===== config.mk =====
export PLATFORM = sky130hd
export DESIGN_NAME = sadc_serial_if
export DESIGN_NICKNAME = d
export VERILOG_FILES = /design/src/rtl/sadc_pkg.sv /design/src/rtl/sadc_sync.sv /design/src/rtl/sadc_conv_timer.sv /design/src/rtl/sadc_frame.sv /design/src/rtl/sadc_serial_if.sv
export SDC_FILE = /design/constraint.sdc
export NUM_CORES = 1
export LEC_CHECK = 0
export BUFFER_PORTS_ARGS = -buffer_cell sky130_fd_sc_hd__clkbuf_2
export CORE_MARGIN = 10
export CORE_UTILIZATION = 45
export DETAILED_ROUTE_END_ITERATION = 8
export GPL_TIMING_DRIVEN = 0
export PLACE_DENSITY = 0.69
export SYNTH_ARGS = -nofsm -noshare
export SYNTH_HDL_FRONTEND = slang
export SYNTH_SLANG_ARGS = --single-unit

===== constraint.sdc =====
create_clock -name clk -period 4.4 [get_ports clk]
set_input_delay 0.44 -clock clk [delete_from_list [all_inputs] [get_ports clk]]
set_output_delay 0.44 -clock clk [all_outputs]
set_load 0.005 [all_outputs]

===== src/rtl/sadc_pkg.sv =====
package sadc_pkg;
   typedef enum logic [1:0] {
      ST_CONV = 2'd0,
      ST_NAP  = 2'd1,
      ST_DOUT = 2'd2
   } sadc_state_e;
endpackage


===== src/rtl/sadc_sync.sv =====
module sadc_sync #(
   parameter int          W       = 1,
   parameter int          STAGES  = 2,
   parameter logic [W-1:0] RST_VAL = '0
) (
   input  logic         clk,
   input  logic         rst_n,
   input  logic [W-1:0] d_i,
   output logic [W-1:0] q_o,
   output logic [W-1:0] q_prev_o
);
   if (STAGES < 2) begin : g_bad_stages
      $error("sadc_sync: STAGES must be at least 2");
   end

   logic [STAGES:0][W-1:0] stg;

   always_ff @(posedge clk or negedge rst_n) begin
      if (!rst_n) stg <= {(STAGES+1){RST_VAL}};
      else        stg <= {stg[STAGES-1:0], d_i};
   end

   assign q_o      = stg[STAGES-1];
   assign q_prev_o = stg[STAGES];
endmodule


===== src/rtl/sadc_conv_timer.sv =====
module sadc_conv_timer #(
   parameter int CNT_W      = 12,
   parameter int RST_PERIOD = 1000
) (
   input  logic             clk,
   input  logic             rst_n,
   input  logic             start_i,
   input  logic [CNT_W-1:0] period_i,
   output logic             done_o
);
   if (RST_PERIOD < 1) begin : g_bad_period
      $error("sadc_conv_timer: RST_PERIOD must be positive");
   end

   logic [CNT_W-1:0] cnt_q;
   logic             busy_q;

   always_ff @(posedge clk or negedge rst_n) begin
      if (!rst_n) begin
         busy_q <= 1'b1;
         cnt_q  <= CNT_W'(RST_PERIOD - 1);
      end else if (start_i) begin
         busy_q <= 1'b1;
         cnt_q  <= period_i - CNT_W'(1);
      end else if (busy_q) begin
         if (cnt_q == '0) busy_q <= 1'b0;
         else             cnt_q  <= cnt_q - CNT_W'(1);
      end
   end

   assign done_o = busy_q && (cnt_q == '0);

   assert_single_done_R4: assert property (@(posedge clk) disable iff (!rst_n)
      (done_o && !start_i) |=> !done_o);
endmodule


===== src/rtl/sadc_frame.sv =====
module sadc_frame #(
   parameter int DATA_W = 16,
   parameter int CFG_W  = 4
) (
   input  logic              clk,
   input  logic              rst_n,
   input  logic              load_i,
   input  logic              active_i,
   input  logic              rise_i,
   input  logic              fall_i,
   input  logic              sdi_i,
   input  logic [DATA_W-1:0] data_i,
   output logic              sdo_bit_o,
   output logic [CFG_W-1:0]  cfg_o,
   output logic              cfg_full_o,
   output logic              last_fall_o
);
   localparam int CNT_W = $clog2(DATA_W + 1);

   if (CFG_W < 4 || CFG_W >= DATA_W) begin : g_bad_cfg
      $error("sadc_frame: CFG_W must be in 4..DATA_W-1");
   end

   logic [DATA_W-1:0] shreg_q;
   logic [CNT_W-1:0]  rise_cnt_q;
   logic [CNT_W-1:0]  adv_cnt_q;
   logic [CFG_W-1:0]  cfg_q;
   logic              advance;

   assign last_fall_o = active_i && fall_i && (rise_cnt_q == CNT_W'(DATA_W));
   assign advance     = active_i && fall_i && (adv_cnt_q < rise_cnt_q) && !last_fall_o;

   always_ff @(posedge clk or negedge rst_n) begin
      if (!rst_n) begin
         shreg_q    <= '0;
         rise_cnt_q <= '0;
         adv_cnt_q  <= '0;
         cfg_q      <= '0;
      end else if (load_i) begin
         shreg_q    <= data_i;
         rise_cnt_q <= '0;
         adv_cnt_q  <= '0;
         cfg_q      <= '0;
      end else if (active_i) begin
         if (rise_i && rise_cnt_q < CNT_W'(DATA_W)) rise_cnt_q <= rise_cnt_q + CNT_W'(1);
         if (rise_i && rise_cnt_q < CNT_W'(CFG_W))  cfg_q <= {cfg_q[CFG_W-2:0], sdi_i};
         if (advance) begin
            shreg_q   <= {shreg_q[DATA_W-2:0], 1'b0};
            adv_cnt_q <= adv_cnt_q + CNT_W'(1);
         end
      end
   end

   assign sdo_bit_o  = shreg_q[DATA_W-1];
   assign cfg_o      = cfg_q;
   assign cfg_full_o = rise_cnt_q >= CNT_W'(CFG_W);

   assert_adv_behind_rise_R5: assert property (@(posedge clk) disable iff (!rst_n)
      adv_cnt_q <= rise_cnt_q);
   assert_term_after_last_bit_R8: assert property (@(posedge clk) disable iff (!rst_n)
      last_fall_o |-> (adv_cnt_q == CNT_W'(DATA_W - 1)));
endmodule


===== src/rtl/sadc_serial_if.sv =====
module sadc_serial_if
   import sadc_pkg::*;
#(
   parameter int DATA_W      = 16,
   parameter int CFG_W       = 4,
   parameter int CONV_CYCLES = 1000,
   parameter int SLOW_FACTOR = 2,
   parameter int SYNC_STAGES = 2
) (
   input  logic              clk,
   input  logic              rst_n,
   input  logic              cs_n_i,
   input  logic              sck_i,
   input  logic              sdi_i,
   input  logic [DATA_W-1:0] sample_i,
   output logic              sdo_o,
   output logic              sdo_oe_o,
   output logic              slow_mode_o,
   output logic              sleep_mode_o,
   output logic              ref_off_o
);
   localparam int SLOW_CYCLES = CONV_CYCLES * SLOW_FACTOR;
   localparam int PER_W       = $clog2(SLOW_CYCLES + 1);
   localparam int EN1_BIT     = CFG_W - 1;
   localparam int EN2_BIT     = CFG_W - 2;
   localparam int SPD_BIT     = CFG_W - 3;
   localparam int SLP_BIT     = CFG_W - 4;

   if (CONV_CYCLES < 2 || SLOW_FACTOR < 1) begin : g_bad_timing
      $error("sadc_serial_if: CONV_CYCLES >= 2 and SLOW_FACTOR >= 1 required");
   end

   logic [2:0] pins_s, pins_p;
   sadc_sync #(.W(3), .STAGES(SYNC_STAGES), .RST_VAL(3'b100)) i_sync (
      .clk(clk), .rst_n(rst_n), .d_i({cs_n_i, sck_i, sdi_i}),
      .q_o(pins_s), .q_prev_o(pins_p));

   logic cs_s, cs_rise, cs_fall, sck_rise, sck_fall, sdi_s;
   assign cs_s     = pins_s[2];
   assign cs_rise  = pins_s[2] & ~pins_p[2];
   assign cs_fall  = ~pins_s[2] & pins_p[2];
   assign sck_rise = pins_s[1] & ~pins_p[1];
   assign sck_fall = ~pins_s[1] & pins_p[1];
   assign sdi_s    = pins_s[0];

   sadc_state_e       state_q;
   logic [DATA_W-1:0] result_q;
   logic              slow_q, sleep_q, ref_off_q;
   logic              tmr_done, start_conv, load_frame, apply_cfg;
   logic              slow_nxt, sleep_nxt, frame_bit, cfg_full, last_fall;
   logic [CFG_W-1:0]  cfg_word;
   logic [PER_W-1:0]  period;

   sadc_frame #(.DATA_W(DATA_W), .CFG_W(CFG_W)) i_frame (
      .clk(clk), .rst_n(rst_n), .load_i(load_frame), .active_i(state_q == ST_DOUT),
      .rise_i(sck_rise), .fall_i(sck_fall), .sdi_i(sdi_s), .data_i(result_q),
      .sdo_bit_o(frame_bit), .cfg_o(cfg_word), .cfg_full_o(cfg_full),
      .last_fall_o(last_fall));

   assign load_frame = (state_q == ST_NAP) && cs_fall;
   assign start_conv = (state_q == ST_DOUT) && (cs_rise || last_fall);
   assign apply_cfg  = start_conv && cfg_full && cfg_word[EN1_BIT] && !cfg_word[EN2_BIT];
   assign slow_nxt   = apply_cfg ? cfg_word[SPD_BIT] : slow_q;
   assign sleep_nxt  = apply_cfg ? cfg_word[SLP_BIT] : sleep_q;
   assign period     = slow_nxt ? PER_W'(SLOW_CYCLES) : PER_W'(CONV_CYCLES);

   sadc_conv_timer #(.CNT_W(PER_W), .RST_PERIOD(CONV_CYCLES)) i_timer (
      .clk(clk), .rst_n(rst_n), .start_i(start_conv), .period_i(period),
      .done_o(tmr_done));

   always_ff @(posedge clk or negedge rst_n) begin
      if (!rst_n) begin
         state_q   <= ST_CONV;
         result_q  <= '0;
         slow_q    <= 1'b0;
         sleep_q   <= 1'b0;
         ref_off_q <= 1'b0;
      end else begin
         slow_q  <= slow_nxt;
         sleep_q <= sleep_nxt;
         unique case (state_q)
            ST_CONV: if (tmr_done) begin
               state_q  <= ST_NAP;
               result_q <= sample_i;
            end
            ST_NAP:  if (cs_fall)    state_q <= ST_DOUT;
            ST_DOUT: if (start_conv) state_q <= ST_CONV;
            default: state_q <= ST_CONV;
         endcase
         if (!cs_s)
            ref_off_q <= 1'b0;
         else if (state_q == ST_CONV && tmr_done && sleep_q && !slow_q)
            ref_off_q <= 1'b1;
      end
   end

   always_comb begin
      unique case (state_q)
         ST_CONV: sdo_o = 1'b1;
         ST_DOUT: sdo_o = frame_bit;
         default: sdo_o = 1'b0;
      endcase
   end

   assign sdo_oe_o     = ~cs_s;
   assign slow_mode_o  = slow_q;
   assign sleep_mode_o = sleep_q;
   assign ref_off_o    = ref_off_q;

   assert_abort_to_conv_R7: assert property (@(posedge clk) disable iff (!rst_n)
      (state_q == ST_DOUT && cs_rise) |=> (state_q == ST_CONV));
   assert_done_holds_result_R10: assert property (@(posedge clk) disable iff (!rst_n)
      (state_q == ST_CONV && tmr_done) |=> (state_q == ST_NAP));
   assert_ref_off_in_nap_R9: assert property (@(posedge clk) disable iff (!rst_n)
      ref_off_q |-> (state_q == ST_NAP));
   assert_cfg_only_at_start_R6: assert property (@(posedge clk) disable iff (!rst_n)
      !start_conv |=> ($stable(slow_q) && $stable(sleep_q)));
   assert_one_start_R11: assert property (@(posedge clk) disable iff (!rst_n)
      start_conv |=> !start_conv);
endmodule


Word level (Yosys, flattened, before mapping)
Index checks and enable logic that the tools add are counted.

storage, ports and cells
  output and inout bits = 5
  word-level logic and storage cells = 97
  register bits = 72
  input port bits = 21

cells by class
  $lt $le $gt $ge = 4
  mux-type cells = 27
  reductions and logical operators = 32
  bitwise gates (word level) = 8
  add/sub/neg operators = 4
  eq/ne operators = 8

operators with widths
  operator                                                                             number
  16-bit two-way mux                                                                   3
  11-bit two-way mux                                                                   4
  5-bit two-way mux                                                                    6
  11-bit by 1-bit subtractor with 11-bit output, second input constant                 2
  1-bit logical AND                                                                    15
  4-bit two-way mux                                                                    3
  11-bit logical NOT                                                                   1
  5-bit by 1-bit adder with 5-bit output, second input constant                        2
  2-bit inequality test, second input constant                                         5
  2-bit AND reduction                                                                  5
  2-bit nonzero test                                                                   5
  1-bit two-way mux                                                                    6
  2-bit two-way mux                                                                    3
  2-bit one-hot mux with 3 select lines                                                1
  5-bit == test, second input constant                                                 1
  5-bit by 3-bit greater-or-equal comparator with 1-bit output, second input constant  1
  5-bit by 3-bit < comparator with 1-bit output, second input constant                 1
  5-bit < comparator                                                                   1
  5-bit < comparator, second input constant                                            1
  1-bit AND                                                                            4
  1-bit NOT                                                                            4
  1-bit logical NOT                                                                    3
  3-bit AND reduction                                                                  1
  2-bit by 1-bit == test with 1-bit output, second input constant                      1
  other kinds (4)                                                                      4

Depth between registers and ports, before layout
  word-level depth = 13
  depth in mapped cells = 12
  depth with buffers taken out = 11

Cells and area by module
From an unflattened synthesis, not the netlist that was laid out.

second synthesis, totals
  cell total of the unflattened synthesis = 346
  area total of the unflattened synthesis = 3788.6 sq um

by module, submodules not included
  module           cells an instance  times used  seq. area each (sq um)  area an instance (sq um)
  sadc_frame       167                1           750.7                   1575.3
  sadc_conv_timer  101                1           311.5                   1028.5
  sadc_serial_if   63                 1           525.5                   910.9
  sadc_sync        15                 1           229.0                   274.0

Worst setup path after synthesis
No wires, ideal clock.

  path type = reg2reg
  from = reg i_frame.rise_cnt_q[0]
  to = reg i_timer.cnt_q[10]
  stages on the path, launching flop included = 13
  library setup time = 136 ps
  arrival time = 2289 ps
  period minus slack after synthesis = 2425 ps
  setup slack = 1975 ps
  path buffers = 1
  required time = 4264 ps
  cells stage by stage = dfrtp_1 inv_1 ha_1 and4bb_2 a21oi_1 clkbuf_1 nand2_1 ha_1 nand2_1 nor3b_1 nand3_1 xor2_1 a21oi_1

between the ends
  word-level cells in the longest chain between the ends = 11
  elaborated cells on any way between the ends = 15
  classes of those cells = add/sub: 1; order compare: 1; eq/ne: 2; mux: 3; reduce/logical: 8

ends and longest elaborated chain
  item                                                                                                    RTL line               text
  start: declaration                                                                                      sadc_frame.sv:25       logic [CNT_W-1:0] rise_cnt_q;
  start signal: assignment                                                                                sadc_frame.sv:45       if (rise_i && rise_cnt_q < CNT_W'(DATA_W)) rise_cnt_q <= rise_cnt_q + CNT_W'(1);
  parallel branches: the longest is 11 deep, another holds 11-bit by 1-bit subtractor with 11-bit output  n/a
  end signal: assignment                                                                                  sadc_conv_timer.sv:21  cnt_q <= CNT_W'(RST_PERIOD - 1);
  end signal: assignment                                                                                  sadc_conv_timer.sv:24  cnt_q <= period_i - CNT_W'(1);
  end signal: assignment                                                                                  sadc_conv_timer.sv:27  else cnt_q <= cnt_q - CNT_W'(1);
  end: declaration                                                                                        sadc_conv_timer.sv:15  logic [CNT_W-1:0] cnt_q;

Parallel ways; which one is timed is not known.
A chain may end at the register's enable or synchronous reset.

Final worst setup path
Ends and elaborated chain as after synthesis.

==> flow_summary.json <==
{
  "ys_types": 45,
  "tightest_slew_ns": 0.7141,
  "vdd_ir_drop_max_uv": 247.1,
  "grt_overflow_total": 0,
  "status": "completed",
  "post-route-period-util_pct": 66.65,
  "ys_seq_elements": 71,
  "grtUsageMet1_pct": 15.45,
  "yosysTopAreaCell": "dfrtp_1",
  "startpoint": "i_frame.rise_cnt_q[0]",
  "ioPinCount": 26,
  "fin_util_pct": 54.21,
  "dieWidth_um": 104.7,
  "cts_root_buffer": "clkbuf_8",
  "grtUsageMet3_pct": 4.853,
  "syn_area_sq_mm": 0.003226,
  "fmax_mhz": 341.0,
  "start_util_pct": 46.96,
  "layout.nets": 342,
  "ys.flop_type": "dfrtp_1",
  "via_per_inst": 5.331,
  "powerDensity_mw_per_mm2": 340.1,
  "timing.rr.end": "i_timer.cnt_q[10]",
  "leakagePower_uw": 0.001766,
  "grt_max_degree": 45,
  "synth_edf_count": 0,
  "cts_tree": "yes",
  "antenna_cells": 0,
  "synthArstFlopShare_pct": 100.0,
  "clock-sinks": 71,
  "h-tree-depth": 3,
  "drive_above_1_share_pct": 23.90,
  "routed_wl_um": 6202,
  "detail-route-antenna-nets": 0,
  "fill_cells": 606,
  "finalHoldViolCount": 0,
  "fp.coreArea_sq_mm": 0.006869,
  "maxCapViolations": 0,
  "r2r_setup_slack_ns": 1.47,
  "wl_per_cell_um": 14.98,
  "first_pass_iters": 4,
  "setup_viol": 0,
  "crit_required_ns": 4.62,
  "first_global_vias": 2291,
  "hpwl_um": 4310,
  "grt_usage_pct": 12.28,
  "top_usage_layer": "met2",
  "power_uw": 1266,
  "yosys_warnings": 0,
  "final_max_slew_viol_count": 0,
  "crit_type": "reg2reg",
  "cts_made_buffers": 9,
  "drcViolationCount": 0,
  "holdBufCountCts": 0,
  "syn-instance-count": 276,
  "vias": 2207,
  "hold_class": "in2async",
  "std_cell_rows": 30,
  "port-buffer-count": 25,
  "die_h_um": 104.7,
  "grtUsageMet2_pct": 18.93,
  "post-cts-setup-buffers": 0,
  "worst_slack_ns": 1.468,
  "synth_nets": 305,
  "clk_pin_slew_worst_paths_ns": 0.07,
  "synth_area_leaders": "dfrtp_1 (46%), dfstp_2 (9.8%), a221o_1 (4.0%)",
  "tns_ns": 0,
  "setup.worst_path.start_class": "flip-flop",
  "r2r_start": "i_frame.rise_cnt_q[0]",
  "synth_top_cell_area_share_pct": 45.77,
  "r2r.worst_path.cells": 12,
  "antenna_found_initial": 0,
  "cts_resized": 0,
  "period_minus_slack_ns": 2.932,
  "clkLatencyLatePin_ns": 0.35,
  "clock_path_buffers": 2,
  "dpl_worst_slack_ns": 1.491,
  "grt_pass1_wl_um": 11050,
  "crit_fanout": 10,
  "syn_area_per_cell_sq_um": 11.69,
  "skew_ns": 0.006350,
  "dieArea_sq_mm": 0.01095,
  "seq_area_frac_synth_pct": 55.55,
  "gp_congestion": 0.7786,
  "endpoint_kind": "flip-flop",
  "drt_iter0_markers": 76,
  "rsz0062_at_grt": "no",
  "crit_arrival_ns": 3.15,
  "areaGrowthSynthToFinish_pct": 15.44,
  "slew_headroom_pct": 52.04
}
per-stage QoR:
step / cells / instance area, sq um / hold slack (ns)
5_1_grt: 414 / 3724 / 0.06460
4_1_cts: 414 / 3724 / 0.04764
3_5_place_dp: 398 / 3501 / 0.3379
2_1_floorplan: 276 / 3226 / 0.1444
6_report: 414 / 3724 / 0.04372
3_3_place_gp: 397 / 3471 / 0.3335
state kept, by name, summed over array words and instances, names as in the netlist:
register            cells
i_frame.cfg_o           4
i_sync.q_prev_o         2
ref_off_o               1
i_timer.cnt_q          11
state_q                 2
slow_mode_o             1
i_frame.shreg_q        16
i_frame.adv_cnt_q       5
i_sync.q_o              3
i_frame.rise_cnt_q      5
sleep_mode_o            1
result_q               16
i_timer.busy_q          1
i_sync.stg              3
critical path, cell delays in order, from the launching register on:
cell and delay [ns]:
dfrtp_1 0.43, inv_1 0.06, ha_1 0.19, and4bb_2 0.25, a21oi_1 0.53, clkbuf_1 0.39
nand2_1 0.11, ha_1 0.29, nand2_1 0.12, nor3b_1 0.09, nand3_1 0.11, xor2_1 0.15
a21oi_1 0.08
worst max-delay path by stage:
stage / to / slack, ns / depth (start not counted)
final: i_timer.cnt_q[10] / 1.47 / 12
after detailed placement: i_timer.cnt_q[10] / 1.49 / 12
after global routing: i_timer.cnt_q[10] / 1.14 / 12
after CTS: i_timer.cnt_q[10] / 1.47 / 12
after floorplan: i_timer.cnt_q[10] / 1.98 / 12
after global placement: i_timer.cnt_q[10] / 1.54 / 12
cells by family (layout without fill, tap and decap cells):
family	after synthesis	count (layout)	synth area share [%]
AO/OA/AOI/OAI	50	50	11.33
AND/OR/NAND/NOR	96	96	17.57
flip-flops	71	71	55.55
multiplexers	21	21	7.215
buffers and inverters	21	63	2.793
XOR/XNOR	9	9	2.444
adder cells (fa/ha/maj)	8	8	3.103
cell type report:
type / instances / area, sq um / area share [%]
clock inverter: 5 / 81.33 / 2.184
buffer: 13 / 60.06 / 1.613
timing repair buffer: 26 / 155.1 / 4.167
inverter: 8 / 30.03 / 0.8065
tap: 96 / 120.1 / 3.226
sequential: 71 / 1792 / 48.12
multi-input combinational: 184 / 1344 / 36.09
clock buffer: 11 / 141.4 / 3.797
layer usage:
layer / vias to the layer above / part of all wire [%] / wire length (um)
met3: 10 / 4.9 / 302
met1: 1094 / 48 / 2947
met5: - / 0 / 0
met2: 35 / 46 / 2856
li1: 1068 / - / -
met4: 0 / 1.5 / 95
report_power, final:
group | switching (uW) | total, uW | leakage [uW] | internal [uW]
sequential | 2.23 | 660 | 0.000937 | 657
clock | 246 | 581 | 0.000110 | 335
combinational | 15.6 | 26.0 | 0.000719 | 10.4
total | 264 | 1270 | 0.00177 | 1000
synth_stat cells (5+ instances only):
master / instances
dfrtp_1: 59
nand2_1: 26
and3_1: 15
a21oi_1: 14
nor2_1: 14
a221o_1: 13
dfstp_2: 12
o21ai_0: 12
mux2_2: 10
clkbuf_1: 9
ha_1: 8
inv_1: 8
mux2_1: 8
nand3_1: 6
nand2b_1: 5
nand4_1: 5
xor2_1: 5
placed cells by master (no fill, tap or decap), types with 12 or more instances in the layout:
cell type,Yosys,final
a221o_1,13,13
dfrtp_1,59,59
dfstp_2,12,12
nand2_1,26,26
clkbuf_2,0,24
a21oi_1,14,14
o21ai_0,12,12
and3_1,15,15
nor2_1,14,14
Note: power is estimated with default switching activity, not from simulation.
